--- config.mk ---
export PLATFORM = sky130hd
export DESIGN_NAME = pwr_supervisor
export DESIGN_NICKNAME = d
export VERILOG_FILES = /design/src/rtl/sup_pkg.sv /design/src/rtl/sup_ramp_timer.sv /design/src/rtl/sup_mode_ctrl.sv /design/src/rtl/sup_out_stage.sv /design/src/rtl/pwr_supervisor.sv
export SDC_FILE = /design/constraint.sdc
export NUM_CORES = 1
export LEC_CHECK = 0
export ABC_AREA = 1
export BUFFER_PORTS_ARGS = -buffer_cell sky130_fd_sc_hd__clkbuf_2
export CORE_MARGIN = 4
export CORE_UTILIZATION = 30
export CTS_BUF_LIST = sky130_fd_sc_hd__clkbuf_8
export CTS_CLUSTER_DIAMETER = 60
export DETAILED_ROUTE_END_ITERATION = 6
export MAX_ROUTING_LAYER = met4
export PLACE_DENSITY = 0.55
export SETUP_SLACK_MARGIN = 0.3
export SLEW_MARGIN = 5
export SYNTH_ARGS = -nofsm -noshare
export SYNTH_HDL_FRONTEND = slang
export SYNTH_HIERARCHICAL = 1
export SYNTH_SLANG_ARGS = --single-unit
export TNS_END_PERCENT = 5
--- constraint.sdc ---
create_clock -name clk -period 1.6 [get_ports clk]
set_clock_uncertainty 0.05 [all_clocks]
set_input_delay 0.32 -clock clk [delete_from_list [all_inputs] [get_ports clk]]
set_output_delay 0.32 -clock clk [all_outputs]
set_load 0.05 [all_outputs]
--- src/rtl/sup_pkg.sv ---
package sup_pkg;
  typedef enum logic [2:0] {
    ST_OFF   = 3'd0,
    ST_UVLO  = 3'd1,
    ST_SHDN  = 3'd2,
    ST_STBY  = 3'd3,
    ST_RAMP  = 3'd4,
    ST_RUN   = 3'd5,
    ST_FAULT = 3'd6
  } sup_state_e;
endpackage

--- src/rtl/sup_ramp_timer.sv ---
module sup_ramp_timer #(
  parameter int STEP_CYC  = 34000,
  parameter int NUM_STEPS = 5,
  parameter int CODE_W    = 3
) (
  input  logic              clk,
  input  logic              rst,
  input  logic              ramp_act,
  output logic [CODE_W-1:0] step,
  output logic              ramp_end
);
  localparam int CNT_W = (STEP_CYC > 1) ? $clog2(STEP_CYC) : 1;
  localparam logic [CNT_W-1:0]  CNT_MAX   = CNT_W'(STEP_CYC - 1);
  localparam logic [CODE_W-1:0] STEP_LAST = CODE_W'(NUM_STEPS);

  logic [CNT_W-1:0] cnt;

  always_ff @(posedge clk) begin
    if (rst || !ramp_act) begin
      cnt  <= '0;
      step <= CODE_W'(1);
    end else if (cnt == CNT_MAX) begin
      cnt <= '0;
      if (step != STEP_LAST) step <= step + CODE_W'(1);
    end else begin
      cnt <= cnt + CNT_W'(1);
    end
  end

  assign ramp_end = ramp_act && (step == STEP_LAST) && (cnt == CNT_MAX);

  AST_STEP_RANGE: assert property (@(posedge clk) disable iff (rst)
    (step >= CODE_W'(1)) && (step <= STEP_LAST));
  AST_STEP_MONO: assert property (@(posedge clk) disable iff (rst)
    ramp_act |=> (!ramp_act || step >= $past(step)));
endmodule

--- src/rtl/sup_mode_ctrl.sv ---
module sup_mode_ctrl
  import sup_pkg::*;
#(
  parameter int NUM_OUT = 2
) (
  input  logic               clk,
  input  logic               rst,
  input  logic               vcc_por_ok,
  input  logic               vcc_uvlo_ok,
  input  logic               vcc_collapsed,
  input  logic               shutdown,
  input  logic               standby,
  input  logic [NUM_OUT-1:0] out_ovp,
  input  logic               ramp_end,
  output sup_state_e         state
);
  sup_state_e nxt;
  logic       supply_dead;

  assign supply_dead = vcc_collapsed || !vcc_por_ok;

  always_comb begin
    if (supply_dead)                             nxt = ST_OFF;
    else if (shutdown)                           nxt = ST_SHDN;
    else if (state == ST_FAULT || (|out_ovp))    nxt = ST_FAULT;
    else if (!vcc_uvlo_ok)                       nxt = ST_UVLO;
    else if (standby)                            nxt = ST_STBY;
    else if (state == ST_RUN || (state == ST_RAMP && ramp_end)) nxt = ST_RUN;
    else                                         nxt = ST_RAMP;
  end

  always_ff @(posedge clk) begin
    if (rst) state <= ST_OFF;
    else     state <= nxt;
  end

  AST_DEAD_OFF: assert property (@(posedge clk) disable iff (rst)
    supply_dead |=> state == ST_OFF);
  AST_FAULT_HOLD: assert property (@(posedge clk) disable iff (rst)
    (state == ST_FAULT && !supply_dead && !shutdown) |=> state == ST_FAULT);
  AST_OVP_TRIP: assert property (@(posedge clk) disable iff (rst)
    ((|out_ovp) && !supply_dead && !shutdown) |=> state == ST_FAULT);
endmodule

--- src/rtl/sup_out_stage.sv ---
module sup_out_stage
  import sup_pkg::*;
#(
  parameter int NUM_OUT   = 2,
  parameter int NUM_STEPS = 5,
  parameter int CODE_W    = 3
) (
  input  logic               clk,
  input  logic               rst,
  input  sup_state_e         state,
  input  logic [CODE_W-1:0]  step,
  input  logic [NUM_OUT-1:0] out_win_ok,
  output logic               sw_en,
  output logic [CODE_W-1:0]  ilim_code,
  output logic               lowside_force,
  output logic               pg_pull_low
);
  localparam logic [CODE_W-1:0] STEP_LAST = CODE_W'(NUM_STEPS);

  always_ff @(posedge clk) begin
    if (rst) begin
      sw_en         <= 1'b0;
      ilim_code     <= '0;
      lowside_force <= 1'b1;
      pg_pull_low   <= 1'b1;
    end else begin
      sw_en         <= (state == ST_RAMP) || (state == ST_RUN);
      lowside_force <= (state == ST_OFF) || (state == ST_UVLO) ||
                       (state == ST_SHDN) || (state == ST_FAULT);
      pg_pull_low   <= !((state == ST_RUN) && (&out_win_ok));
      case (state)
        ST_RAMP: ilim_code <= step;
        ST_RUN:  ilim_code <= STEP_LAST;
        default: ilim_code <= '0;
      endcase
    end
  end

  AST_NO_SHOOT: assert property (@(posedge clk) disable iff (rst)
    !(sw_en && lowside_force));
  AST_PG_IN_RUN: assert property (@(posedge clk) disable iff (rst)
    !pg_pull_low |-> (sw_en && ilim_code == STEP_LAST));
  AST_OFF_NO_CODE: assert property (@(posedge clk) disable iff (rst)
    !sw_en |-> ilim_code == '0);
endmodule

--- src/rtl/pwr_supervisor.sv ---
module pwr_supervisor
  import sup_pkg::*;
#(
  parameter int RAMP_STEP_CYC = 34000,
  parameter int NUM_STEPS     = 5,
  parameter int CODE_W        = 3,
  parameter int NUM_OUT       = 2
) (
  input  logic               clk,
  input  logic               rst,
  input  logic               vcc_por_ok,
  input  logic               vcc_uvlo_ok,
  input  logic               vcc_collapsed,
  input  logic               shutdown,
  input  logic               standby,
  input  logic [NUM_OUT-1:0] out_win_ok,
  input  logic [NUM_OUT-1:0] out_ovp,
  output logic               sw_en,
  output logic [CODE_W-1:0]  ilim_code,
  output logic               lowside_force,
  output logic               pg_pull_low
);
  sup_state_e        state;
  logic [CODE_W-1:0] step;
  logic              ramp_end;

  sup_mode_ctrl #(.NUM_OUT(NUM_OUT)) mode_i (
    .clk(clk), .rst(rst), .vcc_por_ok(vcc_por_ok), .vcc_uvlo_ok(vcc_uvlo_ok),
    .vcc_collapsed(vcc_collapsed), .shutdown(shutdown), .standby(standby),
    .out_ovp(out_ovp), .ramp_end(ramp_end), .state(state)
  );

  sup_ramp_timer #(.STEP_CYC(RAMP_STEP_CYC), .NUM_STEPS(NUM_STEPS), .CODE_W(CODE_W)) ramp_i (
    .clk(clk), .rst(rst), .ramp_act(state == ST_RAMP), .step(step), .ramp_end(ramp_end)
  );

  sup_out_stage #(.NUM_OUT(NUM_OUT), .NUM_STEPS(NUM_STEPS), .CODE_W(CODE_W)) out_i (
    .clk(clk), .rst(rst), .state(state), .step(step), .out_win_ok(out_win_ok),
    .sw_en(sw_en), .ilim_code(ilim_code), .lowside_force(lowside_force),
    .pg_pull_low(pg_pull_low)
  );
endmodule

==> results_dict.tcl, run 1 <==
set metrics [dict create \
    routed_via_density 4.52 \
    synth_cell_type_count 26 \
    clk_latency_ps 270 \
    htree_levels 1 \
    rsz0062_at_grt "true" \
    instances_no_fill 276 \
    min_path_type "in -> reg" \
    hold_viol_final 0 \
    grt_pass1_wl_um 4910 \
    nets 239 \
    pwr-share-seq_pct 53.5 \
    postLayoutCellArea_sq_um 1730 \
    powerDensity_nw_per_um2 758 \
    synth-seq-cells 28 \
    drive_above_1_share_pct 26.8 \
    drcViolationCount 0 \
    finalWorstSetupSlack_ps 244 \
    synth_area_sq_um 1440 \
    setup_viol 0 \
    slew_headroom_pct 81.5 \
    ant_nets 0 \
    dp_slack_ps 162 \
    die_h_um 77.2 \
    dp_hpwl_um 2080 \
    grt_usage_pct 10.2 \
    min_period_over_period_pct 84.7 \
    gp_congestion 0.779 \
    status "finished, final reports clean" \
    critPathLaunchType "flip-flop" \
    p_clk_share_pct 42.7 \
    tritoncts "built" \
    dp.cells 271 \
    vias 1248 \
    ios 17 \
    combPwrFrac_pct 3.8 \
    p_switching_w 0.000259 \
    clk_pin_slew_worst_paths_ps 100 \
    fillers 483 \
    swShare_pct 19.7 \
    max_freq_mhz 738 \
    ctsHoldBuffers 0 \
    overflow 0 \
    max_cap_violations 0 \
    cp.arrival_ps 1520 \
    port_buffers 16 \
    syn_to_final_growth_pct 20.7 \
    min_period_ps 1360 \
    worst-path-max-fanout 5 \
    final_core_util_pct 38.5 \
    synth_cells 203 \
    die_x_um 77.2 \
    irDropWorstVdd_mv 0.326 \
    avgSynthCellArea_sq_um 7.07 \
    p_leak_nw 0.623 \
    worstPathRequired_ps 1770 \
    initial_utilization_pct 31.9 \
    clock_path_buffers 2 \
    ys.warnings.count 6 \
    die_area_sq_um 5950 \
    finalWirelength_um 2680 \
    setup_tns_ps 0 \
    antenna_found_initial 0 \
    syn_nets 217 \
    drv_slew 0 \
    grt_max_degree 17 \
    worstMarginPinSlew_ps 279 \
    wl_per_cell_um 9.72 \
    root_buffer "clkbuf_8" \
    drt-initial-drc-count 56 \
    antenna_cells 0 \
    clock-sinks 28 \
    p_int_w 0.00105 \
    synth_sequential_area_ratio_pct 39.1 \
    cts_buffers 3 \
    dr.pass1.iters 4 \
    first_global_vias 1185 \
    cp-end-kind "flip-flop" \
    crit_type "reg -> reg" \
    rows 24 \
    place_area_sq_um 1590 \
    fp.coreArea_sq_um 4500 \
]
==> placed cells by master, fill, tap and decap left out, types with 2 or more instances in the layout <==
cell and n:
nand2_1 40, nor2_1 38, inv_1 24, dfxtp_1 21
clkbuf_2 16, nand3_1 13, dfxtp_2 6, nand4_1 6
nor3_1 5, nor2_2 4, nand3_2 4, inv_2 4
a21oi_2 4, a21oi_1 4, clkbuf_8 3, nand2_2 3
nor2_4 3, o21ai_0 3, nor3b_2 3, buf_4 2
xor2_1 2, or2_0 2, xnor2_1 2, ha_1 2
==> synthesized netlist by cell type, drive strengths merged <==
master / count / share of area, %
o21ai: 3 / 1.0
buf: 1 / 1.0
nor3: 6 / 2.1
nor3b: 3 / 2.3
xnor2: 2 / 1.2
inv: 28 / 7.3
nor2: 45 / 13
nand3: 18 / 7.7
clkinv: 1 / 0.26
a21oi: 8 / 3.8
ha: 3 / 2.6
xor2: 2 / 1.2
dfxtp: 28 / 39
or2: 4 / 1.7
nand4: 6 / 2.6
nand2: 45 / 13
==> power by group through the flow <==
stage               combinational, W  sequential (W)  clock (W)
CTS                        0.0000498        0.000704   0.000586
global placement           0.0000490        0.000720          0
global route               0.0000581        0.000703   0.000604
finish                     0.0000505        0.000702   0.000560
floorplan                  0.0000234        0.000726          0
detailed placement         0.0000492        0.000720          0
==> cell families (layout without fill, tap and decap cells) <==
group / after synthesis / count (layout) / synth area share [%]
buf+inv: 30 / 51 / 8.63
xor+xnor: 4 / 4 / 2.44
compound gates: 11 / 11 / 4.88
fa+ha+maj: 3 / 3 / 2.62
flops: 28 / 28 / 39.1
simple gates: 127 / 127 / 42.4
==> path summary, 6_finish.rpt <==
check                                    from                 to  slack [ps]  cells after the start
worst max-delay path            ramp_i/cnt[0]    mode_i/state[0]         240                      9
worst min register to register  ramp_i/cnt[0]      ramp_i/cnt[0]         410                      1
worst min-delay path            out_win_ok[1]  out_i/pg_pull_low         220                      4
worst max register to register  ramp_i/cnt[0]    mode_i/state[0]         240                      9
==> metal layers <==
layer | GRT usage, % | part of all wire (%) | vias up
li1 | - | - | 682
met1 | 12.2 | 50 | 543
met2 | 16.6 | 45 | 19
met3 | 1.87 | 2.9 | 4
met4 | 4.80 | 1.9 | 0
met5 | - | 0 | -
==> registers in the layout (all words and copies together), names as in the netlist <==
name                 count
out_i/sw_en              1
mode_i/state             3
out_i/lowside_force      1
ramp_i/cnt              16
out_i/pg_pull_low        1
ramp_i/step              3
out_i/ilim_code          3
==> critical path: stages, from the launching register on <==
cell and delay [ps]:
dfxtp_4 380, ha_4 150, nand3_4 100, nor2_4 170, nand2_4 90, nor3_4 110, nor2_1 50, nor2_1 80
nor2_1 40, nor2_1 70
==> area by class of cell <==
type	count	area, sq um	share of cell area [%]
timing repair buffer	18	95.1	5.49
sequential	28	572	33.0
clock buffer	3	41.3	2.38
multi-input combinational	145	821	47.4
clock inverter	1	30.0	1.73
tap	52	65.1	3.75
inverter	29	109	6.28
==> metrics by stage <==
stage	hold slack, ps	power (W)
4_1_cts	204	0.00134
2_1_floorplan	368	0.000749
3_5_place_dp	390	0.000769
5_1_grt	227	0.00137
6_report	215	0.00131
3_3_place_gp	386	0.000769
==> repair_timing <==
action	CTS	global route
endpoints found under the setup margin	18	20
setup buffers	0	1
resized for setup	5	12
pin swaps	0	6
No activity file was read; power rests on OpenSTA's default activity.
==> run 2, diff against run 1 <==
--- a/config.mk
+++ b/config.mk
@@ -13,7 +13,7 @@
 export CTS_CLUSTER_DIAMETER = 60
 export DETAILED_ROUTE_END_ITERATION = 6
 export MAX_ROUTING_LAYER = met4
-export PLACE_DENSITY = 0.55
+export PLACE_DENSITY = 0.56
 export SETUP_SLACK_MARGIN = 0.3
 export SLEW_MARGIN = 5
 export SYNTH_ARGS = -nofsm -noshare
==> constraint.sdc (replaced) <==
create_clock -name clk -period 1.15 [get_ports clk]
set_clock_uncertainty 0.05 [all_clocks]
set_input_delay 0.23 -clock clk [delete_from_list [all_inputs] [get_ports clk]]
set_output_delay 0.23 -clock clk [all_outputs]
set_load 0.05 [all_outputs]
==> results_dict.tcl, run 2 (same netlist as run 1, synthesis figures left out) <==
set metrics [dict create \
    worst-path-max-fanout 2 \
    cp.depth 9 \
    crit_slowest_cell "dfxtp_2" \
    clock_path_buffers 2 \
    dr.pass1.iters 5 \
    finalWorstSetupSlack_ps -139 \
    port_buffers 16 \
    cp.arrival_ps 1460 \
    min_path_type "in -> reg" \
    vias 1315 \
    max_stage_delay_ps 350 \
    crit_type "reg -> reg" \
    cp-end-kind "flip-flop" \
    worstPathRequired_ps 1320 \
    min_path_cells 4 \
    setup_tns_ps -1920 \
    largest-register "ramp_i/cnt" \
    routed_via_density 4.31 \
    final_cell_mix "nand2_1 (39), nor2_1 (35), buf_4 (30), inv_1 (24), dfxtp_2 (16)" \
    wl_per_cell_um 10.0 \
    gp_congestion 0.808 \
    final_core_util_pct 46.1 \
    drv_slew 0 \
    max_freq_mhz 776 \
    holdWs_ps 127 \
    p_leak_nw 0.799 \
    nets 268 \
    overflow 0 \
    syn_to_final_growth_pct 44.8 \
    die_h_um 77.2 \
    powerDensity_nw_per_um2 888 \
    slew_headroom_pct 84.5 \
    htree_levels 1 \
    dp_hpwl_um 2250 \
    drive_above_1_share_pct 40.7 \
    cp_num_buf_inv 0 \
    final_common_cell "nand2_1" \
    ctsHoldBuffers 0 \
    setup_viol 20 \
    worst-r2r-setup-slack_ps -140 \
    cts_buffers 3 \
    irDropWorstVdd_mv 0.411 \
    die_x_um 77.2 \
    die_area_sq_um 5950 \
    fp.coreArea_sq_um 4500 \
    drcViolationCount 0 \
    hold_viol_final 0 \
    critPathLaunchType "flip-flop" \
    violations "setup timing" \
    drt-initial-drc-count 53 \
    r2r_end "mode_i/state[0]" \
    grt_usage_pct 11.1 \
    cp-startpoint "ramp_i/cnt[12]" \
    max_cap_violations 0 \
    clk_latency_ps 270 \
    finalWirelength_um 3060 \
    initial_utilization_pct 31.9 \
    clock-sinks 28 \
    largest_register_ffs 16 \
    min_period_over_period_pct 112 \
    status "finished with violations" \
    crit_path_end "mode_i/state[0]" \
    first_global_vias 1228 \
    tritoncts "built" \
    root_buffer "clkbuf_8" \
    clk_pin_slew_worst_paths_ps 100 \
    antenna_cells 0 \
    ant_nets 0 \
    antenna_found_initial 0 \
    ff2ff_path_depth 9 \
    fillers 452 \
    rows 24 \
    crit_chain "nor2_2 > nand3_1 > nor2_4 > nand2_2 > nor3_2 > nor2_1 > nor2_1 > nor2_1 > nor2_1" \
    rsz0062_at_grt "true" \
    worstMarginPinSlew_ps 232 \
    ios 17 \
    path_common_cell "nor2_1" \
    r2r-start "ramp_i/cnt[12]" \
    cp_top_family "simple AND/OR/NAND/NOR gates" \
    grt_max_degree 17 \
    grt_pass1_wl_um 5250 \
    min_period_ps 1290 \
]
-- run 2: cell count changes in the layout (fill, tap and decap cells not counted), sizes merged --
| cell | delta |
|---|---|
| buf | +31 |
| clkbuf | -2 |
-- run 2: worst min path at each step --
stage                             start           endpoint
after CTS                 out_win_ok[1]  out_i/pg_pull_low
final                     out_win_ok[1]  out_i/pg_pull_low
after global routing      out_win_ok[1]  out_i/pg_pull_low
after detailed placement  ramp_i/cnt[0]      ramp_i/cnt[0]
after global placement    ramp_i/cnt[0]      ramp_i/cnt[0]
after floorplan                     rst  out_i/pg_pull_low
-- run 2: through the flow --
step	power, W	setup WS (ps)	cell area [sq um]	cells
floorplan	0.00104	-104	1460	203
global placement	0.00108	-130	1820	301
detailed placement	0.00108	-156	1820	301
CTS	0.00188	-146	2030	305
global route	0.00192	-297	2080	305
finish	0.00185	-139	2080	305
-- run 2: what timing repair did --
action / CTS / global route
pin swaps: 2 / 2
gates resized for setup: 30 / 20
endpoints found under the setup margin: 30 / 33
endpoints found under the hold margin: 0 / 0
buffers inserted: 0 / 0
-- run 2: worst register-to-register path, cell delays in order (launching register included) --
cell and delay [ps]:
dfxtp_2 350, nor2_2 130, nand3_1 120, nor2_4 140, nand2_2 80, nor3_2 100, nor2_1 60, nor2_1 80
nor2_1 40, nor2_1 80
-- run 2: routing by layer --
| metal | GRT usage, % | wire [um] | vias up | share of wire, % |
|---|---|---|---|---|
| met5 | - | 0 | - | 0 |
| met1 | 14.0 | 1510 | 572 | 49 |
| met2 | 17.4 | 1470 | 6 | 48 |
| met4 | 5.34 | 36 | 0 | 1.2 |
| met3 | 1.41 | 40 | 2 | 1.3 |
| li1 | - | - | 735 | - |
-- run 2: final cells by class --
| class | count | area (sq um) | share of cell area [%] |
|---|---|---|---|
| multi-input cells | 145 | 830 | 39.9 |
| flip-flops and latches | 28 | 584 | 28.1 |
| repair buffers | 47 | 417 | 20.0 |
| inverters | 29 | 111 | 5.36 |
| well taps | 52 | 65.1 | 3.13 |
| clock buffers | 3 | 41.3 | 1.99 |
| clock inverters | 1 | 30.0 | 1.44 |
-- run 2: where the power goes --
| group | switching (W) | total [W] | leakage [nW] | internal (W) |
|---|---|---|---|---|
| clock network | 0.000314 | 0.000780 | 0.0357 | 0.000466 |
| registers | 0.00000393 | 0.000977 | 0.233 | 0.000973 |
| logic | 0.0000467 | 0.0000884 | 0.531 | 0.0000416 |
| total | 0.000365 | 0.00185 | 0.799 | 0.00148 |
